--- config.mk ---
export PLATFORM = sky130hd
export DESIGN_NAME = ts_match_filter
export DESIGN_NICKNAME = d
export VERILOG_FILES = /design/src/rtl/ts_filt_pkg.sv /design/src/rtl/ts_filt_tsgen.sv /design/src/rtl/ts_filt_trig.sv /design/src/rtl/ts_filt_window.sv /design/src/rtl/ts_match_filter.sv
export SDC_FILE = /design/constraint.sdc
export NUM_CORES = 1
export LEC_CHECK = 0
export BUFFER_PORTS_ARGS = -buffer_cell sky130_fd_sc_hd__buf_2
export CAP_MARGIN = 40
export CORE_MARGIN = 5
export CORE_UTILIZATION = 40
export DETAILED_ROUTE_END_ITERATION = 12
export GPL_TIMING_DRIVEN = 0
export PLACE_DENSITY_LB_ADDON = 0.3
export SETUP_SLACK_MARGIN = 0.5
export SLEW_MARGIN = 0
export SYNTH_ARGS = -nofsm -noshare
export SYNTH_HDL_FRONTEND = slang
export SYNTH_SLANG_ARGS = --single-unit
--- constraint.sdc ---
create_clock -name clk_i -period 4.4 [get_ports clk_i]
set_clock_uncertainty 0.05 [all_clocks]
set_input_delay 0.44 -clock clk_i [delete_from_list [all_inputs] [get_ports clk_i]]
set_output_delay 0.44 -clock clk_i [all_outputs]
set_load 0.02 [all_outputs]
--- src/rtl/ts_filt_pkg.sv ---
package ts_filt_pkg;
    typedef enum logic {
        MODE_FREE = 1'b0,
        MODE_TRIG = 1'b1
    } filt_mode_e;
endpackage

--- src/rtl/ts_filt_tsgen.sv ---
module ts_filt_tsgen #(
    parameter int TS_W = 8
) (
    input  logic            clk_i,
    input  logic            rst_ni,
    input  logic            tick_i,
    output logic [TS_W-1:0] ts_o
);
    logic [TS_W-1:0] ts_d, ts_q;

    always_comb begin
        ts_d = ts_q;
        if (tick_i) ts_d = ts_q + TS_W'(1);
    end

    always_ff @(posedge clk_i) begin
        if (!rst_ni) ts_q <= '0;
        else         ts_q <= ts_d;
    end

    assign ts_o = ts_q;
endmodule

--- src/rtl/ts_filt_trig.sv ---
module ts_filt_trig #(
    parameter int TS_W      = 8,
    parameter int TRIG_HOLD = 4
) (
    input  logic            clk_i,
    input  logic            rst_ni,
    input  logic            tick_i,
    input  logic            trig_valid_i,
    input  logic [TS_W-1:0] trig_ts_i,
    output logic            pend_vld_o,
    output logic [TS_W-1:0] pend_ts_o,
    output logic            ovf_o
);
    localparam int HOLD_W = $clog2(TRIG_HOLD + 1);

    typedef struct packed {
        logic              vld;
        logic [TS_W-1:0]   ts;
        logic [HOLD_W-1:0] cnt;
        logic              ovf;
    } trig_st_t;

    trig_st_t st_d, st_q;
    logic     retire;

    always_comb begin
        st_d   = st_q;
        retire = st_q.vld && tick_i && (st_q.cnt == HOLD_W'(TRIG_HOLD - 1));
        st_d.ovf = trig_valid_i && st_q.vld && !retire;
        if (trig_valid_i && (!st_q.vld || retire)) begin
            st_d.vld = 1'b1;
            st_d.ts  = trig_ts_i;
            st_d.cnt = '0;
        end else if (retire) begin
            st_d.vld = 1'b0;
            st_d.cnt = '0;
        end else if (st_q.vld && tick_i) begin
            st_d.cnt = st_q.cnt + HOLD_W'(1);
        end
    end

    always_ff @(posedge clk_i) begin
        if (!rst_ni) st_q <= '0;
        else         st_q <= st_d;
    end

    assign pend_vld_o = st_q.vld;
    assign pend_ts_o  = st_q.ts;
    assign ovf_o      = st_q.ovf;
endmodule

--- src/rtl/ts_filt_window.sv ---
module ts_filt_window #(
    parameter int TS_W = 8
) (
    input  logic            pend_vld_i,
    input  logic [TS_W-1:0] pend_ts_i,
    input  logic [TS_W-1:0] latency_i,
    input  logic [TS_W-1:0] win_i,
    input  logic [TS_W-1:0] hit_ts_i,
    output logic            match_o
);
    logic [TS_W-1:0] centre, fwd, bwd;

    always_comb begin
        centre  = pend_ts_i - latency_i;
        fwd     = hit_ts_i - centre;
        bwd     = centre - hit_ts_i;
        match_o = pend_vld_i && ((fwd <= win_i) || (bwd <= win_i));
    end
endmodule

--- src/rtl/ts_match_filter.sv ---
module ts_match_filter
    import ts_filt_pkg::*;
#(
    parameter int ADDR_W    = 10,
    parameter int TS_W      = 8,
    parameter int NUM_OUT   = 4,
    parameter int TRIG_HOLD = 4
) (
    input  logic               clk_i,
    input  logic               rst_ni,
    input  logic               trig_mode_i,
    input  logic [TS_W-1:0]    latency_i,
    input  logic [TS_W-1:0]    win_i,
    input  logic               bunch_en_i,
    output logic [TS_W-1:0]    ts_now_o,
    input  logic               hit_valid_i,
    output logic               hit_ready_o,
    input  logic [ADDR_W-1:0]  hit_addr_i,
    input  logic [TS_W-1:0]    hit_ts_i,
    input  logic               trig_valid_i,
    input  logic [TS_W-1:0]    trig_ts_i,
    output logic               trig_ovf_o,
    output logic [NUM_OUT-1:0] out_valid_o,
    input  logic [NUM_OUT-1:0] out_ready_i,
    output logic [ADDR_W-1:0]  out_addr_o,
    output logic [TS_W-1:0]    out_ts_o
);
    localparam int PTR_W = (NUM_OUT > 1) ? $clog2(NUM_OUT) : 1;

    typedef struct packed {
        logic              vld;
        logic [ADDR_W-1:0] addr;
        logic [TS_W-1:0]   ts;
        logic [PTR_W-1:0]  ptr;
        filt_mode_e        mode;
    } out_st_t;

    out_st_t         st_d, st_q;
    logic            pend_vld;
    logic [TS_W-1:0] pend_ts;
    logic            match;
    logic            fire, accept, pass;

    ts_filt_tsgen #(.TS_W(TS_W)) u_tsgen (
        .clk_i  (clk_i),
        .rst_ni (rst_ni),
        .tick_i (bunch_en_i),
        .ts_o   (ts_now_o)
    );

    ts_filt_trig #(.TS_W(TS_W), .TRIG_HOLD(TRIG_HOLD)) u_trig (
        .clk_i        (clk_i),
        .rst_ni       (rst_ni),
        .tick_i       (bunch_en_i),
        .trig_valid_i (trig_valid_i),
        .trig_ts_i    (trig_ts_i),
        .pend_vld_o   (pend_vld),
        .pend_ts_o    (pend_ts),
        .ovf_o        (trig_ovf_o)
    );

    ts_filt_window #(.TS_W(TS_W)) u_window (
        .pend_vld_i (pend_vld),
        .pend_ts_i  (pend_ts),
        .latency_i  (latency_i),
        .win_i      (win_i),
        .hit_ts_i   (hit_ts_i),
        .match_o    (match)
    );

    always_comb begin
        st_d        = st_q;
        fire        = st_q.vld && out_ready_i[st_q.ptr];
        hit_ready_o = !st_q.vld || fire;
        accept      = hit_valid_i && hit_ready_o;
        pass        = (st_q.mode == MODE_FREE) || match;

        if (fire) begin
            st_d.vld = 1'b0;
            st_d.ptr = (st_q.ptr == PTR_W'(NUM_OUT - 1)) ? '0 : st_q.ptr + PTR_W'(1);
        end
        if (accept && pass) begin
            st_d.vld  = 1'b1;
            st_d.addr = hit_addr_i;
            st_d.ts   = hit_ts_i;
        end
        if (!st_q.vld) st_d.mode = filt_mode_e'(trig_mode_i);
    end

    always_ff @(posedge clk_i) begin
        if (!rst_ni) st_q <= '{vld: 1'b0, addr: '0, ts: '0, ptr: '0, mode: MODE_FREE};
        else         st_q <= st_d;
    end

    for (genvar g = 0; g < NUM_OUT; g++) begin : g_strobe
        assign out_valid_o[g] = st_q.vld && (st_q.ptr == PTR_W'(g));
    end

    assign out_addr_o = st_q.addr;
    assign out_ts_o   = st_q.ts;
endmodule

==> flow_metrics.tcl <==
set metrics [dict create \
    status "complete, no violations" \
    min_path_type "primary input to register" \
    drt_iter0_drc 66 \
    synth_top_area_frac 0.265 \
    die_w_um 100 \
    drive_above_1_share 0.305 \
    leakage_nw 2.13 \
    insertion_delay_ns 0.30 \
    die_area_um2 10000 \
    coreArea_um2 7810 \
    rsz0062_at_grt "true" \
    setup_viol 0 \
    path_delay_family "compound AO/OA/AOI/OAI gates" \
    antennaDiodeCount 0 \
    path_buf_inv 5 \
    postRouteAntennaNets 0 \
    start_kind "register" \
    critPathRequiredTime_ns 4.58 \
    max_stage_delay_ns 0.35 \
    gp_congestion 0.786 \
    path_cells "inv_2, ha_4, fa_2, nor2b_2, o21ai_1, nand2b_1, a21o_1, a21o_1, xor2_2, ha_1, buf_4, buf_4, xnor2_1, ha_1, a21o_1, a211o_2, a31oi_4, buf_6, buf_12, mux2i_1" \
    die_h_um 100 \
    fin_crit_sh 0.928 \
    crit_top_cell "a21o_1" \
    pin_count 84 \
    hpwl_mm 5.74 \
    synth.avg_cell_area_um2 8.65 \
    grt_start_max_net_pins 16 \
    maxSlewHeadroom 0.703 \
    placementRows 32 \
    fin_ws_ns 0.316 \
    power_density_nw_per_um2 354 \
    syn_area_um2 3250 \
    cts_buffers 5 \
    fmax_ghz 0.245 \
    synthMuxAreaShare 0.100 \
    drc_errors 0 \
    nets 569 \
    clock_path_buffers 2 \
    mostFrequentLayoutCell "buf_2" \
    synth_area_leaders "dfxtp_1, ha_1, mux2i_1" \
    drt_first_pass_iters 4 \
    grt_pass1_wl_mm 11.8 \
    final_hold_viol_count 0 \
    synth_nets 474 \
    yosysSeqAreaShare 0.265 \
    ys_seq_elements 43 \
    via_per_inst 4.59 \
    dp_slack_ns -0.128 \
    cts_num_sinks 43 \
    synth_cell_type_count 42 \
    mostFrequentLayoutCells "buf_2, nand2_1, dfxtp_1" \
    htreeDepth 2 \
    critPathArrivalTime_ns 4.26 \
    final_util 0.525 \
    start_util 0.417 \
    clk_pin_slew_worst_paths_ns 0.08 \
    antenna_found_initial 0 \
    drt-total-wl_mm 7.08 \
    port_buffers 81 \
    peakVddDrop_mv 0.199 \
    tritoncts "done" \
    r2r_setup_slack_ns 0.32 \
    critPathCaptureType "register" \
    grt_pass1_vias 2652 \
    synthAdderAreaFrac 0.184 \
    yosysWarnings 0 \
    synth_simple_gate_area_frac 0.162 \
    avgRoutedWirePerCell_um 12.3 \
    synth-compound-area-share 0.105 \
    root_buffer "clkbuf_8" \
    slew_viol_final 0 \
    grt-ovfl-total 0 \
    postSynthCellCount 376 \
    crit_type "register to register" \
    layout_min_cycle_time_ns 4.08 \
    slowest_stage "dfxtp_2" \
    grt_usage 0.144 \
    area_growth_pct 26.1 \
    synth_top_family_by_area "adder cells" \
    synth-xor-area-share 0.0727 \
    worstPathMaxFanout 8 \
    dr_total_vias 2637 \
    yosys.area.top_type "dfxtp_1" \
    maxCapViolations 0 \
    worstMarginPinSlew_ns 0.445 \
]
[layer usage]
layer	GRT usage	routed length, um	part of all wire
met1	0.190	3360	0.47
met2	0.240	3220	0.45
met3	0.0299	418	0.059
met4	0.0373	85	0.012
met5	0	0	0
[synthesized netlist by cell type]
cell           instances
mux2_4                 1
and3_1                 2
buf_4                 18
a21boi_1               1
buf_6                  1
a21boi_0               3
dlygate4sd1_1          1
and2_1                 9
xnor2_1               19
dfxtp_1               43
inv_1                 39
buf_2                  5
nand2b_1               4
nand2_1               45
or3_1                  2
xor2_1                 8
a21oi_1               18
o21bai_1               4
o21ai_0                9
o211ai_1               2
or3_2                  1
nor3_1                 1
a211o_2                1
a41oi_1                1
or2b_2                 1
a21o_1                 8
mux2i_1               31
a31oi_2                1
a211o_1                1
fa_1                   3
or2_2                  1
ha_1                  43
nand4_1                7
nor2b_1               16
buf_12                 1
clkbuf_1               5
o21a_1                 2
a211oi_1               2
nand3_1                4
nand3_2                1
nand2_4                1
nor2_1                10
[power by group]
group	leakage, nW	switching (mW)	internal, mW	total (mW)
sequential	0.353	0.0200	0.416	0.436
combinational	1.70	0.323	0.313	0.636
clock	0.0703	0.149	0.230	0.379
[cell type report]
cell class,count,area [um2]
fillers,776,3710
multi-input cells,263,2100
flip-flops and latches,43,862
repair buffers,88,490
plain buffers,31,229
inverters,39,146
well taps,102,128
clock inverters,3,71.3
clock buffers,5,68.8
[worst reg2reg max path: stages, from the launching register on]
cell      delay, ns
dfxtp_2        0.35
inv_2          0.04
ha_4           0.15
fa_2           0.35
nor2b_2        0.11
o21ai_1        0.08
nand2b_1       0.13
a21o_1         0.14
a21o_1         0.18
xor2_2         0.15
ha_1           0.28
buf_4          0.15
buf_4          0.13
xnor2_1        0.17
ha_1           0.28
a21o_1         0.17
a211o_2        0.35
a31oi_4        0.25
buf_6          0.18
buf_12         0.14
mux2i_1        0.18
[repair_timing]
item                                    4_1_cts  5_1_grt
buffers inserted                              5        1
hold endpoints to repair                      0        0
gates resized for setup                       8        6
pin swaps                                    16        7
endpoints found under the setup margin       19       19
hold buffers                                  0        0
gates cloned                                  1        0
[cells by family (layout without fill, tap and decap cells)]
family | Yosys count | in the layout
flops | 43 | 43
simple gates | 105 | 105
buf+inv | 70 | 166
xor+xnor | 27 | 27
compound gates | 53 | 53
fa+ha+maj | 46 | 46
mux | 32 | 32
[state kept, by name, summed over array words and instances, names as in the netlist]
signal / cells
out_ts_o: 8
out_addr_o: 10
u_trig.pend_vld_o: 1
u_trig.ovf_o: 1
u_trig.pend_ts_o: 8
u_tsgen.ts_o: 8
st_q: 4
u_trig.st_q: 3
[stage by stage]
step                hold slack [ns]  cell area (um2)  cells  setup TNS, ns  power [mW]
detailed placement            0.401             3820    559          -1.11        1.03
global placement              0.394             3820    559         -0.392        1.01
floorplan                     0.385             3290    376              0       0.894
finish                        0.327             4100    574              0        1.45
global route                  0.332             4100    574              0        1.56
CTS                           0.324             4070    573              0        1.45
[final timing paths]
check                      startpoint             to  cells past startpoint
setup / recovery  u_trig.pend_ts_o[0]  out_addr_o[8]                     20
hold / removal          hit_addr_i[5]  out_addr_o[5]                      3
setup reg to reg  u_trig.pend_ts_o[0]  out_addr_o[8]                     20
hold reg to reg         out_addr_o[3]  out_addr_o[3]                      2
Power figures use the tool's default switching activity.
